$ cat src/rtl/hms_pkg.sv
package hms_pkg;
    typedef enum logic [2:0] {
        ST_IDLE,
        ST_REQ,
        ST_HDR,
        ST_ADR,
        ST_WAIT,
        ST_DONE
    } hms_state_t;
endpackage

$ cat src/rtl/hms_reply_timer.sv
module hms_reply_timer #(
    parameter int LIMIT = 64
) (
    input  logic clk,
    input  logic rst_n,
    input  logic clr_i,
    input  logic run_i,
    output logic last_o
);
    localparam int CW = (LIMIT > 1) ? $clog2(LIMIT) : 1;

    logic [CW-1:0] cnt_q;

    always_ff @(posedge clk or negedge rst_n) begin
        if (!rst_n)
            cnt_q <= '0;
        else if (clr_i)
            cnt_q <= '0;
        else if (run_i && !last_o)
            cnt_q <= cnt_q + 1'b1;
    end

    assign last_o = (cnt_q == CW'(LIMIT - 1));
endmodule

$ cat src/rtl/hms_parity_chk.sv
module hms_parity_chk #(
    parameter int W = 24
) (
    input  logic [W-1:0] data_i,
    input  logic         par_i,
    output logic         err_o
);
    assign err_o = (^data_i) != par_i;
endmodule

$ cat src/rtl/hms_sender.sv
module hms_sender
    import hms_pkg::*;
#(
    parameter int DW      = 24,
    parameter int TMO_CYC = 64
) (
    input  logic          clk,
    input  logic          rst_n,
    input  logic          send_i,
    input  logic [DW-1:0] hdr_i,
    input  logic [DW-1:0] addr_i,
    output logic          busy_o,
    output logic          irq_o,
    output logic [DW-1:0] rx_data_o,
    output logic [DW-1:0] status_o,
    output logic          bus_req_o,
    input  logic          bus_gnt_i,
    output logic          bus_wvalid_o,
    output logic [DW-1:0] bus_wdata_o,
    input  logic          bus_rvalid_i,
    input  logic [DW-1:0] bus_rdata_i,
    input  logic          bus_rpar_i
);
    localparam int BIT_OVR = DW - 1;
    localparam int BIT_PAR = DW - 2;
    localparam int BIT_TMO = DW - 3;
    localparam logic [DW-1:0] HMSG_MARK = {1'b1, {(DW-1){1'b0}}};

    hms_state_t    state_q, state_d;
    logic [DW-1:0] hdr_q, adr_q, rx_q, sts_q;
    logic          tmo_last, par_err, accept;

    hms_reply_timer #(.LIMIT(TMO_CYC)) u_timer (
        .clk    (clk),
        .rst_n  (rst_n),
        .clr_i  (state_q != ST_WAIT),
        .run_i  (state_q == ST_WAIT),
        .last_o (tmo_last)
    );

    hms_parity_chk #(.W(DW)) u_par (
        .data_i (bus_rdata_i),
        .par_i  (bus_rpar_i),
        .err_o  (par_err)
    );

    assign accept = (state_q == ST_IDLE) && send_i;

    always_comb begin
        state_d = state_q;
        unique case (state_q)
            ST_IDLE: if (send_i)    state_d = ST_REQ;
            ST_REQ:  if (bus_gnt_i) state_d = ST_HDR;
            ST_HDR:                 state_d = ST_ADR;
            ST_ADR:                 state_d = ST_WAIT;
            ST_WAIT: if (bus_rvalid_i || tmo_last) state_d = ST_DONE;
            ST_DONE:                state_d = ST_IDLE;
            default:                state_d = ST_IDLE;
        endcase
    end

    always_ff @(posedge clk or negedge rst_n) begin
        if (!rst_n)
            state_q <= ST_IDLE;
        else
            state_q <= state_d;
    end

    always_ff @(posedge clk or negedge rst_n) begin
        if (!rst_n) begin
            hdr_q <= '0;
            adr_q <= '0;
            rx_q  <= '0;
            sts_q <= '0;
        end else if (accept) begin
            hdr_q <= hdr_i;
            adr_q <= addr_i;
            rx_q  <= '0;
            sts_q <= '0;
        end else if ((state_q == ST_HDR || state_q == ST_ADR) && bus_rvalid_i) begin
            sts_q[BIT_OVR] <= 1'b1;
        end else if (state_q == ST_WAIT) begin
            if (bus_rvalid_i) begin
                rx_q <= bus_rdata_i;
                if (par_err)
                    sts_q[BIT_PAR] <= 1'b1;
            end else if (tmo_last) begin
                sts_q[BIT_TMO] <= 1'b1;
            end
        end
    end

    always_comb begin
        busy_o       = (state_q != ST_IDLE);
        irq_o        = 1'b0;
        bus_req_o    = 1'b0;
        bus_wvalid_o = 1'b0;
        bus_wdata_o  = '0;
        unique case (state_q)
            ST_IDLE: ;
            ST_REQ:  bus_req_o = 1'b1;
            ST_HDR: begin
                bus_req_o    = 1'b1;
                bus_wvalid_o = 1'b1;
                bus_wdata_o  = hdr_q;
            end
            ST_ADR: begin
                bus_req_o    = 1'b1;
                bus_wvalid_o = 1'b1;
                bus_wdata_o  = adr_q | HMSG_MARK;
            end
            ST_WAIT: bus_req_o = 1'b1;
            ST_DONE: irq_o     = 1'b1;
            default: ;
        endcase
    end

    assign rx_data_o = rx_q;
    assign status_o  = sts_q;
endmodule

$ cat config.mk
export PLATFORM = sky130hd
export DESIGN_NAME = hms_sender
export DESIGN_NICKNAME = d
export VERILOG_FILES = /design/src/rtl/hms_pkg.sv /design/src/rtl/hms_reply_timer.sv /design/src/rtl/hms_parity_chk.sv /design/src/rtl/hms_sender.sv
export SDC_FILE = /design/constraint.sdc
export NUM_CORES = 1
export LEC_CHECK = 0
export ABC_AREA = 1
export BUFFER_PORTS_ARGS = -buffer_cell sky130_fd_sc_hd__buf_2
export CAP_MARGIN = 15
export CORE_MARGIN = 3
export CORE_UTILIZATION = 46
export CTS_BUF_LIST = sky130_fd_sc_hd__clkbuf_4 sky130_fd_sc_hd__clkbuf_8
export CTS_CLUSTER_DIAMETER = 30
export DETAILED_ROUTE_END_ITERATION = 8
export GPL_TIMING_DRIVEN = 0
export PLACE_DENSITY = 0.75
export SYNTH_ARGS = -nofsm -noshare
export SYNTH_HDL_FRONTEND = slang
export SYNTH_SLANG_ARGS = --single-unit
$ cat constraint.sdc
create_clock -name clk -period 1.45 [get_ports clk]
set_clock_uncertainty 0.15 [all_clocks]
set_input_delay 0.2175 -clock clk [delete_from_list [all_inputs] [get_ports clk]]
set_output_delay 0.2175 -clock clk [all_outputs]
set_load 0.03 [all_outputs]
* Word level (Yosys, flattened, before mapping)
Cells that the tools add are included.
** Cells by class
- Add/subtract/negate cells :: 1
- Multiply operators :: 0
- Divide/modulo/power cells :: 0
- $lt $le $gt $ge :: 0
- Equal/unequal tests :: 13
- Shift operators :: 0
- Multiplexer cells :: 22
- Bitwise gates (word level) :: 0
- Reductions and logical operators :: 21
** Operators with widths (count)
- $mux 24 :: 4
- $pmux 24 s2 :: 1
- $reduce_xor 24->1 :: 1
- $pmux 3 s5 :: 1
- $mux 3 :: 4
- $mux 6 :: 2
- $reduce_bool 2->1 :: 6
- $mux 1 :: 8
- $ne 2x2->1 const B :: 4
- $reduce_and 4->1 :: 2
- $add 6x1->6 const B :: 1
- $eq 3x2->1 const B :: 2
- $eq 3x3->1 const B :: 2
- $eq 6x6->1 const B :: 1
- $reduce_and 3->1 :: 2
- $mux 2 :: 2
- $reduce_or 4->1 :: 1
- $eq 3x1->1 const B :: 1
- $logic_and 1x1->1 :: 3
- $logic_not 3->1 :: 1
- $ne 3x3->1 const B :: 1
- $reduce_bool 3->1 :: 1
- $logic_or 1x1->1 :: 2
- $ne 2x1->1 const B :: 1
- other kinds (3) :: 3
** Storage, ports and cells
- Register bits :: 83
- Latch bits :: 0
- Bits in writable memories :: 0
- Bits in read-only memories :: 0
- Input port bits :: 78
- Output and inout port bits :: 76
- Memories :: 0

* Logic depth before layout (Yosys ltp)
- Word-level depth :: 7
- Depth in mapped cells :: 13
- Depth with buffers taken out :: 13

* Cells and area by module
Synthesis repeated with hierarchy kept, for this count alone.
** Unflattened totals
- Cells, all modules :: 612
- Area, all modules :: 4488.1 um^2
** Modules (own cells, without submodules)
- hms_sender :: instances 1, cells each 421, area each 3507.1 um^2, sequential area each 1926.8 um^2
- hms_parity_chk :: instances 1, cells each 138, area each 581.8 um^2, sequential area each 0.0 um^2
- hms_reply_timer :: instances 1, cells each 53, area each 399.1 um^2, sequential area each 150.1 um^2

* Worst setup path after synthesis
OpenSTA, ideal clock, no wires.
- Path kind :: register to output
- Start :: register state_q[1]
- End :: output port bus_wdata_o[23]
- Data arrival time :: 1477 ps
- Required time :: 1082 ps
- Setup slack :: -395 ps
- Cell stages (with the launch flop) :: 5
- Path through :: dfrtp_1 > inv_1 > nor2_1 > inv_1 > nor2_1
** On the way
- Longest elaborated chain between the ends :: 2
- Elaborated cells on any way between the ends :: 3
- Classes of those cells :: 2 x eq/ne; 1 x mux
** RTL lines
- start, declared :: line hms_sender.sv:29 : hms_state_t state_q, state_d;
- start signal, assigned :: line hms_sender.sv:66 : state_q <= state_d;
- $eq 3x2->1 :: line hms_sender.sv:99 : unique case (state_q)
- $pmux 24 s2 * :: line hms_sender.sv:99
- end, declared :: line hms_sender.sv:19 : output logic [DW-1:0] bus_wdata_o,
Mark *: on every way between the ends. The rest lies on a longest branch, timed or not.

* Final worst setup path
- Start :: register state_q[0]
- End :: output port bus_wdata_o[3]
Same word-level chain as after synthesis.

==> impl_metrics.yaml <==
layout:
  mostFrequentLayoutCell: "buf_2"
  drive_above_1_share: 0.536
  antenna_cells: 0
  finalNonFillerCells: 933
  fillers: 226
  finalNetCount: 899
  syn_to_final_growth_pct: 97.8
  mostFrequentLayoutCells: "buf_2 (102), nand2_1 (99), dfrtp_1 (80)"
floorplan:
  die_w_um: 102
  row_count: 34
  dieHeight_um: 102
  fp.coreArea_mm2: 0.00881
  dieArea_mm2: 0.0104
  initial_utilization: 0.480
  io_pins: 154
global_routing:
  grt_use_total: 0.347
  grt_max_degree: 48
  grt_antenna_before_repair: 1
  gr-total-overflow: 0
  grt_pass1_wl_um: 27400
  grt_pass1_vias: 5276
route:
  drt_iter0_drc: 417
  drc: 0
  drtAntennaViolNets: 0
  viasPerCell: 5.85
  drt-total-wl_um: 23300
  dr.pass1.iters: 5
  wl_per_cell_um: 24.9
  vias: 5457
timing:
  hold_viol: 1
  tns_ps: -55150
  fin_crit_ps: 2090
  slew_headroom: 0.641
  layout_setup_ws_ps: -642
  fmax_mhz: 478
  holdWs_ps: -10.7
  rsz0062_at_grt: "true"
  tightest_slew_ps: 538
  drv_slew: 0
  setup_viol: 111
  fin_crit_sh: 1.44
critical_path:
  crit_arrival_ps: 1720
  rrSetupSlack_ps: -580
  worstPathMaxFanout: 6
  critPathLaunchType: "flip-flop"
  cp-end-kind: "output pin"
  crit_type: "reg -> out"
  crit_required_ps: 1080
logic_synthesis:
  ys_ff_latch: 83
  synth_area_mm2: 0.00423
  ys_types: 31
  syn_area_per_cell_um2: 8.07
  yosysWarnings: 0
  synth_top_family_by_area: "simple AND/OR/NAND/NOR gates"
  synth_compound_area_frac: 0.127
  synthCells: 524
  muxShareOfSynthArea: 0
  yosys.area.top_type: "dfrtp_1"
  ys_seq_area_frac: 0.491
  synth_top_area_frac: 0.491
  yosys.area_share.simple: 0.204
  synth-xor-area-share: 0.0248
  synthAdderAreaFrac: 0.00296
  synth_area_leaders: "dfrtp_1 (49%), nand2_1 (13%), inv_1 (7.1%), o21ai_0 (5.4%), buf_4 (3.9%)"
status:
  failed_checks: "hold timing, setup timing"
  status: "finished, violations left"
job:
  maxCapViolations: 0
clocking:
  numCtsBuffers: 9
  h-tree-depth: 3
  clk_path_buf_depth: 2
  clock_sinks: 83
  clk_pin_slew_worst_paths_ps: 90
  cts_tree: "done"
  root_buffer: "clkbuf_8"
  clk_latency_ps: 370
worst_hold_path:
  hp-class: "in -> reg"
place:
  gp_congestion: 0.793
  dp.cells: 784
  numPortBuffers: 131
  pre_cts_ws_ps: -352
  hpwlAfterDp_um: 8510
power_and_ir_drop:
  powerDensity_mw_per_mm2: 2070
  power_uw: 17300
  worst_ir_drop_vdd_v: 0.00137
  leakage_uw: 0.00431
cells in the mapped netlist, drive strengths merged:
cell type  count
nand2        147
a21oi          2
a31oi          3
o211ai         1
ha             1
dfrtp         83
o22ai         23
o21bai         1
nor3           3
a211oi         1
buf           34
conb           1
xor2           6
inv           82
o21ai         64
clkbuf         7
nor2          25
xnor2          6
nand3         33
or2            1
per-layer routing:
layer,global-route usage,vias to the layer above,wire (um)
met2,0.607,454,11300
met3,0.0983,161,2290
met4,0.179,2,1830
met5,0,-,12
met1,0.384,2635,7830
li1,-,2205,-
area by class of cell:
class	count	area (um^2)	share of cell area
clock inverters	4	97.6	0.0117
plain buffers	38	462	0.0552
well taps	108	135	0.0162
clock buffers	12	153	0.0182
inverters	82	328	0.0392
multi-input cells	338	2680	0.321
flip-flops and latches	83	2080	0.249
repair buffers	268	2430	0.290
critical path, stage by stage (launching register included):
cell and delay (ps):
dfrtp_2 450, inv_4 120, nand3_4 160, buf_6 170, clkbuf_16 160, o22ai_4 130
buf_6 160
metrics by stage:
step                 util  cell area (um^2)
floorplan               -              4820
global placement    0.638              5620
detailed placement  0.641              5650
CTS                 0.880              7750
global route        0.950              8370
finish              0.950              8370
logic make-up (layout without fill, tap and decap cells):
logic type	Yosys count	count (layout)
buf+inv	123	404
flops	83	83
compound gates	95	95
simple gates	209	209
other cells	1	21
xor+xnor	12	12
fa+ha+maj	1	1
where the power goes:
part / leakage [uW] / switching, uW / internal, uW
logic: 0.00312 / 6390 / 4710
clock network: 0.000124 / 956 / 1230
registers: 0.00106 / 680 / 3320
timing repair:
item / 4_1_cts / 5_1_grt
gates cloned: 14 / 1
hold endpoints to repair: 100 / 0
hold buffers: 65 / 0
resized for setup: 182 / 134
setup buffers: 35 / 25
pin swaps: 19 / 19
endpoints found under the setup margin: 109 / 110
final timing paths:
| check | end | cells past startpoint | start |
|---|---|---|---|
| min in group asynchronous | hdr_q[9] | 2 | rst_n |
| setup reg to reg | adr_q[14] | 11 | state_q[0] |
| hold reg to reg | rx_data_o[2] | 2 | rx_data_o[2] |
| setup / recovery | bus_wdata_o[3] | 6 | state_q[0] |
| max in group asynchronous | u_timer.cnt_q[2] | 3 | rst_n |
| hold / removal | rx_data_o[10] | 3 | bus_rdata_i[10] |
flip-flops by register name (all words and copies together) (netlist names):
name           cells
u_timer.cnt_q      6
status_o           3
state_q            3
rx_data_o         24
adr_q             23
hdr_q             24
Power figures use the tool's default switching activity.
